### src/rtl/nvsram_pkg.sv
package nvsram_pkg;

    typedef enum logic [2:0] {
        ST_IDLE  = 3'd0,
        ST_GAP   = 3'd1,
        ST_SETUP = 3'd2,
        ST_WRITE = 3'd3,
        ST_READ  = 3'd4,
        ST_DONE  = 3'd5
    } seq_state_t;

    typedef struct packed {
        logic ce_n;
        logic we_n;
        logic oe_n;
        logic drive;
    } pin_ctl_t;

    localparam pin_ctl_t PINS_QUIET = '{ce_n: 1'b1, we_n: 1'b1, oe_n: 1'b1, drive: 1'b0};

    function automatic pin_ctl_t pins_for(input seq_state_t s);
        pin_ctl_t p;
        p = PINS_QUIET;
        if (s == ST_WRITE) begin
            p.ce_n  = 1'b0;
            p.we_n  = 1'b0;
            p.drive = 1'b1;
        end else if (s == ST_READ) begin
            p.ce_n = 1'b0;
            p.oe_n = 1'b0;
        end
        return p;
    endfunction

endpackage

### src/rtl/nvsram_busy_sync.sv
module nvsram_busy_sync #(
    parameter int STAGES = 2
) (
    input  logic clk,
    input  logic rst_n,
    input  logic busy_n_async,
    output logic not_busy
);
    logic [STAGES-1:0] chain_q;

    generate
        if (STAGES == 1) begin : g_single
            always_ff @(posedge clk or negedge rst_n) begin
                if (!rst_n) chain_q <= '0;
                else        chain_q <= busy_n_async;
            end
        end else begin : g_multi
            always_ff @(posedge clk or negedge rst_n) begin
                if (!rst_n) chain_q <= '0;
                else        chain_q <= {chain_q[STAGES-2:0], busy_n_async};
            end
        end
    endgenerate

    assign not_busy = chain_q[STAGES-1];
endmodule

### src/rtl/nvsram_cycle_timer.sv
module nvsram_cycle_timer #(
    parameter int CNT_W = 3
) (
    input  logic             clk,
    input  logic             rst_n,
    input  logic             start,
    input  logic [CNT_W-1:0] len,
    output logic             expired
);
    logic [CNT_W-1:0] cnt_q;

    always_ff @(posedge clk or negedge rst_n) begin
        if (!rst_n)              cnt_q <= '0;
        else if (start)          cnt_q <= len - CNT_W'(1);
        else if (cnt_q != '0)    cnt_q <= cnt_q - CNT_W'(1);
    end

    assign expired = (cnt_q == '0);
endmodule

### src/rtl/nvsram_seq_fsm.sv
module nvsram_seq_fsm
    import nvsram_pkg::*;
#(
    parameter int WR_PULSE = 3,
    parameter int RD_CYC   = 5,
    parameter int TURN_GAP = 2,
    parameter int CNT_W    = 3
) (
    input  logic             clk,
    input  logic             rst_n,
    input  logic             req_valid,
    input  logic             req_write,
    input  logic             not_busy,
    input  logic             expired,
    output logic             req_ready,
    output logic             accept,
    output logic             capture,
    output logic             timer_start,
    output logic [CNT_W-1:0] timer_len,
    output pin_ctl_t         pins,
    output logic             rsp_valid
);
    localparam logic [CNT_W-1:0] WR_LEN  = CNT_W'(WR_PULSE);
    localparam logic [CNT_W-1:0] RD_LEN  = CNT_W'(RD_CYC);
    localparam logic [CNT_W-1:0] GAP_LEN = CNT_W'(TURN_GAP);

    seq_state_t state_q, state_nx;
    logic       have_prev_q;
    logic       is_write_q;
    logic       need_gap;

    assign req_ready = (state_q == ST_IDLE) && not_busy;
    assign accept    = req_ready && req_valid;
    assign need_gap  = have_prev_q && (is_write_q != req_write);
    assign capture   = (state_q == ST_READ) && expired;

    always_comb begin
        state_nx = state_q;
        unique case (state_q)
            ST_IDLE:  if (accept)   state_nx = need_gap ? ST_GAP : ST_SETUP;
            ST_GAP:   if (expired)  state_nx = ST_SETUP;
            ST_SETUP: if (not_busy) state_nx = is_write_q ? ST_WRITE : ST_READ;
            ST_WRITE: if (expired)  state_nx = ST_DONE;
            ST_READ:  if (expired)  state_nx = ST_DONE;
            ST_DONE:                state_nx = ST_IDLE;
            default:                state_nx = ST_IDLE;
        endcase
    end

    always_comb begin
        timer_start = (state_nx != state_q) &&
                      (state_nx == ST_GAP || state_nx == ST_WRITE || state_nx == ST_READ);
        unique case (state_nx)
            ST_WRITE: timer_len = WR_LEN;
            ST_READ:  timer_len = RD_LEN;
            default:  timer_len = GAP_LEN;
        endcase
    end

    // State register and direction memory
    always_ff @(posedge clk or negedge rst_n) begin
        if (!rst_n) begin
            state_q     <= ST_IDLE;
            have_prev_q <= 1'b0;
            is_write_q  <= 1'b0;
        end else begin
            state_q <= state_nx;
            if (accept) begin
                have_prev_q <= 1'b1;
                is_write_q  <= req_write;
            end
        end
    end

    // Registered pin outputs decoded from the next state
    always_ff @(posedge clk or negedge rst_n) begin
        if (!rst_n) begin
            pins      <= PINS_QUIET;
            rsp_valid <= 1'b0;
        end else begin
            pins      <= pins_for(state_nx);
            rsp_valid <= capture;
        end
    end


    we_rise_with_ce_chk: assert property (@(posedge clk) disable iff (!rst_n)
        $rose(pins.we_n) |-> $rose(pins.ce_n));


    strobe_exclusive_chk: assert property (@(posedge clk) disable iff (!rst_n)
        !(pins.we_n == 1'b0 && pins.oe_n == 1'b0));
endmodule

### src/rtl/nvsram_bus_ctrl.sv
module nvsram_bus_ctrl
    import nvsram_pkg::*;
#(
    parameter int ADDR_W      = 15,
    parameter int DATA_W      = 8,
    parameter int WR_PULSE    = 3,
    parameter int RD_CYC      = 5,
    parameter int TURN_GAP    = 2,
    parameter int SYNC_STAGES = 2
) (
    input  logic              clk,
    input  logic              rst_n,
    input  logic              req_valid,
    output logic              req_ready,
    input  logic              req_write,
    input  logic [ADDR_W-1:0] req_addr,
    input  logic [DATA_W-1:0] req_wdata,
    output logic              rsp_valid,
    output logic [DATA_W-1:0] rsp_rdata,
    output logic              mem_ce_n,
    output logic              mem_we_n,
    output logic              mem_oe_n,
    output logic [ADDR_W-1:0] mem_addr,
    output logic [DATA_W-1:0] mem_dq_out,
    output logic              mem_dq_oe,
    input  logic [DATA_W-1:0] mem_dq_in,
    input  logic              mem_busy_n
);
    localparam int MAX_LEN = (WR_PULSE > RD_CYC) ?
                             ((WR_PULSE > TURN_GAP) ? WR_PULSE : TURN_GAP) :
                             ((RD_CYC > TURN_GAP) ? RD_CYC : TURN_GAP);
    localparam int CNT_W = $clog2(MAX_LEN + 1);

    logic             not_busy;
    logic             expired;
    logic             accept;
    logic             capture;
    logic             timer_start;
    logic [CNT_W-1:0] timer_len;
    pin_ctl_t         pins;

    logic [ADDR_W-1:0] addr_q;
    logic [DATA_W-1:0] wdata_q;
    logic [DATA_W-1:0] rdata_q;

    nvsram_busy_sync #(.STAGES(SYNC_STAGES)) u_sync (
        .clk          (clk),
        .rst_n        (rst_n),
        .busy_n_async (mem_busy_n),
        .not_busy     (not_busy)
    );

    nvsram_cycle_timer #(.CNT_W(CNT_W)) u_timer (
        .clk     (clk),
        .rst_n   (rst_n),
        .start   (timer_start),
        .len     (timer_len),
        .expired (expired)
    );

    nvsram_seq_fsm #(
        .WR_PULSE (WR_PULSE),
        .RD_CYC   (RD_CYC),
        .TURN_GAP (TURN_GAP),
        .CNT_W    (CNT_W)
    ) u_fsm (
        .clk         (clk),
        .rst_n       (rst_n),
        .req_valid   (req_valid),
        .req_write   (req_write),
        .not_busy    (not_busy),
        .expired     (expired),
        .req_ready   (req_ready),
        .accept      (accept),
        .capture     (capture),
        .timer_start (timer_start),
        .timer_len   (timer_len),
        .pins        (pins),
        .rsp_valid   (rsp_valid)
    );

    always_ff @(posedge clk or negedge rst_n) begin
        if (!rst_n) begin
            addr_q  <= '0;
            wdata_q <= '0;
            rdata_q <= '0;
        end else begin
            if (accept) begin
                addr_q  <= req_addr;
                wdata_q <= req_wdata;
            end
            if (capture) rdata_q <= mem_dq_in;
        end
    end

    assign mem_ce_n   = pins.ce_n;
    assign mem_we_n   = pins.we_n;
    assign mem_oe_n   = pins.oe_n;
    assign mem_dq_oe  = pins.drive;
    assign mem_addr   = addr_q;
    assign mem_dq_out = wdata_q;
    assign rsp_rdata  = rdata_q;


    addr_hold_chk: assert property (@(posedge clk) disable iff (!rst_n)
        (!mem_ce_n && $past(!mem_ce_n)) |-> $stable(mem_addr));


    no_start_busy_chk: assert property (@(posedge clk) disable iff (!rst_n)
        $fell(mem_ce_n) |-> $past(not_busy));


    ready_quiet_chk: assert property (@(posedge clk) disable iff (!rst_n)
        req_ready |-> (mem_ce_n && not_busy));


    rsp_single_chk: assert property (@(posedge clk) disable iff (!rst_n)
        rsp_valid |=> !rsp_valid);


    rsp_after_read_chk: assert property (@(posedge clk) disable iff (!rst_n)
        rsp_valid |-> $past(!mem_oe_n));
endmodule

### config.mk
export PLATFORM = sky130hd
export DESIGN_NAME = nvsram_bus_ctrl
export DESIGN_NICKNAME = d
export VERILOG_FILES = /design/src/rtl/nvsram_pkg.sv /design/src/rtl/nvsram_busy_sync.sv /design/src/rtl/nvsram_cycle_timer.sv /design/src/rtl/nvsram_seq_fsm.sv /design/src/rtl/nvsram_bus_ctrl.sv
export SDC_FILE = /design/constraint.sdc
export NUM_CORES = 1
export LEC_CHECK = 0
export ABC_AREA = 1
export BUFFER_PORTS_ARGS = -buffer_cell sky130_fd_sc_hd__buf_2
export CAP_MARGIN = 0
export CORE_UTILIZATION = 35
export DETAILED_ROUTE_END_ITERATION = 6
export GPL_TIMING_DRIVEN = 0
export PLACE_DENSITY_LB_ADDON = 0.3
export SKIP_CTS_REPAIR_TIMING = 1
export SLEW_MARGIN = 10
export SYNTH_ARGS = -nofsm -noshare
export SYNTH_HDL_FRONTEND = slang
export SYNTH_SLANG_ARGS = --single-unit
### constraint.sdc
create_clock -name clk -period 1.8 [get_ports clk]
set_input_delay 0.27 -clock clk [delete_from_list [all_inputs] [get_ports clk]]
set_output_delay 0.27 -clock clk [all_outputs]
set_load 0.02 [all_outputs]
==> impl_summary.md <==
Yosys
In this run, synthesis inferred 0 flip-flops with an integrated enable. During synthesis, Yosys emitted a total of 0 warnings. The synthesized design spends more area on one cell type than any other, namely dfrtp_1. The synthesized netlist devotes 0% of its cell area to XOR and XNOR gates. In the synthesized netlist the dominant register cell turns out to be dfrtp_1. The fraction of the mapped netlist area in adder cells is less than 1%.

After synthesis, the largest family of logic cells by area is simple AND/OR/NAND/NOR gates. The area share of the leading cell type in the synthesized netlist is between 50% and 60%. The synthesized net count is 271. The synthesized netlist contains 24 unique library cells. Summing the areas of all compound-gate instances in the mapped netlist gives approximately 2% of the synthesized area. Ranked by total cell area, the synthesized netlist is headed by dfrtp_1 53%, nand2_1 22%, dfstp_2 3.9%. Sequential elements use approximately 57% of the synthesized area. The cell count after synthesis came out at 234. The async set-reset flop share out of synthesis is 100.0%. Of the total synthesized cell area, the portion taken by AND, OR, NAND and NOR gates is between 30% and 40%. Of the post-synthesis cell area, the part taken by muxes is 0%. The average cell area after synthesis is about 8.6 µm².

Summing every instance area after synthesis gives 2017 µm². After synthesis the netlist holds a flip-flop and latch count of 46.

Setup path
The data arrival at the endpoint of the critical path is roughly 2.2 ns. The largest driver fanout on the critical path is 6. The required time of the critical path is ~2 ns. The critical path is of the flip-flop to flip-flop type. STA classifies the critical path startpoint as a flip-flop. The worst setup path is captured at a flip-flop.

Clock tree
The maximum clock insertion buffer count is 2. CTS saw 46 sinks. The cell sitting at the root of the clock tree is a clkbuf_8. TritonCTS created 5 clock buffers. CTS built an H-tree with a depth of 2. TritonCTS built the clock tree. The clock latency at the later pin of the worst-skew pair is approximately 0.29 ns. After clock tree synthesis, the clock-pin slew on the worst setup and hold paths is 0.09 ns.

Timing
The highest achievable clock rate is 493.7 MHz. The max-slew violation total from the final report is 0. For the pin with the worst max-slew slack, the measured transition is roughly 1 ns. The normalized max-slew margin is about 32%. After layout, the minimum clock period comes to about 2 ns. After layout, the worst path uses 112.5% of the clock period. Setup repair after global routing could not meet its margin everywhere. On the final layout, the worst clock skew is 0.005783 ns. The number of hold-slack violations in the final timing report is 0. The number of endpoints failing setup at the final stage is 2. The worst hold slack is 0.07347 ns.

The worst path setup slack after routing is -0.2256 ns.

Cells and area
Cells fill approximately half of the core in the end. The proportion of layout cells with a drive suffix above 1 is a little over two fifths. In the layout the commonest cells are 114 x nand2_1, 72 x buf_2, 40 x dfrtp_1. 0 antenna diodes ended up in the layout. The most common cell after layout, fill and taps aside is nand2_1. At the end of the flow, the number of nets in the layout was ~360. Compared with the post-synthesis result, the final layout area differs by 34.62%.

Routing
Detailed routing inserted a total of between 1500 and 2000 vias. The DRC violations left is 0. The total iterations of the first detailed-routing run is 4.

The final layout contains routed wiring with a total length of around 4300 µm. The violation count after the first detailed-route iteration is 53. Using the TritonRoute via totals, the vias-per-cell ratio works out to 4.295. In the final routed layout, each cell accounts on average for around 11 µm. Once detail routing completed, the nets flagged for antenna violations numbered 0.

Placed design
Once detailed placement completed, the half-perimeter wirelength came to between 2000 and 3000 µm. During placement, the flow inserted port buffers numbering a little over 70. The final weighted congestion of routability-driven global placement is approximately 0.81.

GRT
The via count of the first global-routing pass was approximately 1500. The maximum number of pins on one net before global-route repair is 47. The global-route total usage across every layer is between 10% and 20%.

The initial antenna violation count is 0. The overall overflow remaining after global route is 0. The wire length of the first global-routing pass is 6775 µm.

Power
The worst-case IR drop observed on VDD is 0.0009228 V. In this run the power density over the cells is approximately 1800 nW/µm². The design draws a little under 0.005 W. In this run the static leakage power is ~1.6 nW.

Job
The tool flagged a number of max-cap violations equal to 0.

Min path
The class of the worst hold path is primary input to flip-flop.

Floorplanning
The die area is ~6100 µm². 73 I/O pins were placed. The floorplan die width is ~78 µm. The floorplan has 27 rows.

The starting utilization of the core area is around 36%. The total area inside the core boundary comes to between 5000 and 6000 µm². The die height is slightly below 80 µm.

Run status
The final reports fail on negative setup slack. The flow ran to the end, but the final reports show violations.
worst max-delay path, stage by stage, from the launching register on:
cell and delay (ns):
dfrtp_2 0.48, nor2_4 0.16, nand4_4 0.15, nor2_4 0.19
inv_2 0.07, nand3_2 0.06, nand2_1 0.04, nand2_1 0.07
nand2_2 0.07, inv_2 0.07, nand2_1 0.05, o21ai_1 0.07
inv_1 0.06, ha_2 0.17, inv_2 0.06, nand3_2 0.06
nand2_2 0.06, nor2_2 0.03
power breakdown:
| part | leakage [nW] | internal [W] | total [W] | switching, W |
|---|---|---|---|---|
| Combinational | 0.953 | 0.000951 | 0.00258 | 0.00163 |
| Sequential | 0.551 | 0.00149 | 0.00174 | 0.000246 |
| Clock | 0.0472 | 0.000309 | 0.000652 | 0.000344 |
metal layers:
layer  part of all wire (%)  global-route usage (%)  up-vias  routed length [µm]
li1                       -                       -      879                   -
met1                     45                   18.49      762                1915
met2                     48                   22.74       57                2058
met3                    6.6                   4.235        7                 283
met4                   0.98                   4.815        0                  42
met5                      0                       0        -                   0
final cells by class:
type	instances	area (µm²)
flip-flops and latches	46	1159
multi-input cells	161	810.8
fillers	569	2825
clock buffers	6	82.58
well taps	72	90.09
repair buffers	83	442.9
inverters	22	85.08
clock inverters	2	12.51
plain buffers	5	32.53
metrics by stage:
step	setup TNS [ns]	area [µm²]	cells	worst slack [ns]
after floorplan	-0.1525	2027	234	-0.08957
after global placement	-0.4656	2477	378	-0.2500
after detailed placement	-0.4757	2477	378	-0.2609
after CTS	-0.5359	2572	386	-0.2919
after global routing	-0.7353	2715	397	-0.3627
final	-0.4196	2715	397	-0.2256
logic make-up (layout without fill, tap and decap cells):
kind of cell    after synthesis  after routing
compound gates                7              7
fa+ha+maj                     1              1
buf+inv                      27            118
simple gates                153            153
flops                        46             46
cells in the mapped netlist (3+ instances only):
| cell type | number |
|---|---|
| clkbuf_1 | 4 |
| dfrtp_1 | 43 |
| dfstp_2 | 3 |
| inv_1 | 14 |
| inv_2 | 7 |
| nand2_1 | 119 |
| nand2_2 | 5 |
| nand3_1 | 5 |
| nor2_1 | 10 |
| nor2_2 | 4 |
| nor2_4 | 3 |
state kept, by name, summed over array words and instances, names as in the netlist:
| signal | count |
|---|---|
| u_sync.chain_q | 2 |
| mem_addr | 15 |
| mem_dq_out | 8 |
| u_fsm.state_q | 3 |
| rsp_rdata | 8 |
| u_fsm.have_prev_q | 1 |
| u_fsm.rsp_valid | 1 |
| u_fsm.is_write_q | 1 |
| u_fsm.pins | 4 |
| u_timer.cnt_q | 3 |
final timing paths:
kind | startpoint | end | slack, ns | depth (start not counted)
setup / recovery | u_fsm.state_q[1] | u_timer.cnt_q[2] | -0.23 | 17
min in group asynchronous | rst_n | u_fsm.state_q[2] | 0.14 | 1
hold / removal | mem_busy_n | u_sync.chain_q[0] | 0.07 | 1
hold reg to reg | u_sync.chain_q[0] | u_sync.chain_q[1] | 0.36 | 0
setup reg to reg | u_fsm.state_q[1] | u_timer.cnt_q[2] | -0.23 | 17
max in group asynchronous | rst_n | u_timer.cnt_q[0] | 0.96 | 1
Power figures use the tool's default switching activity.
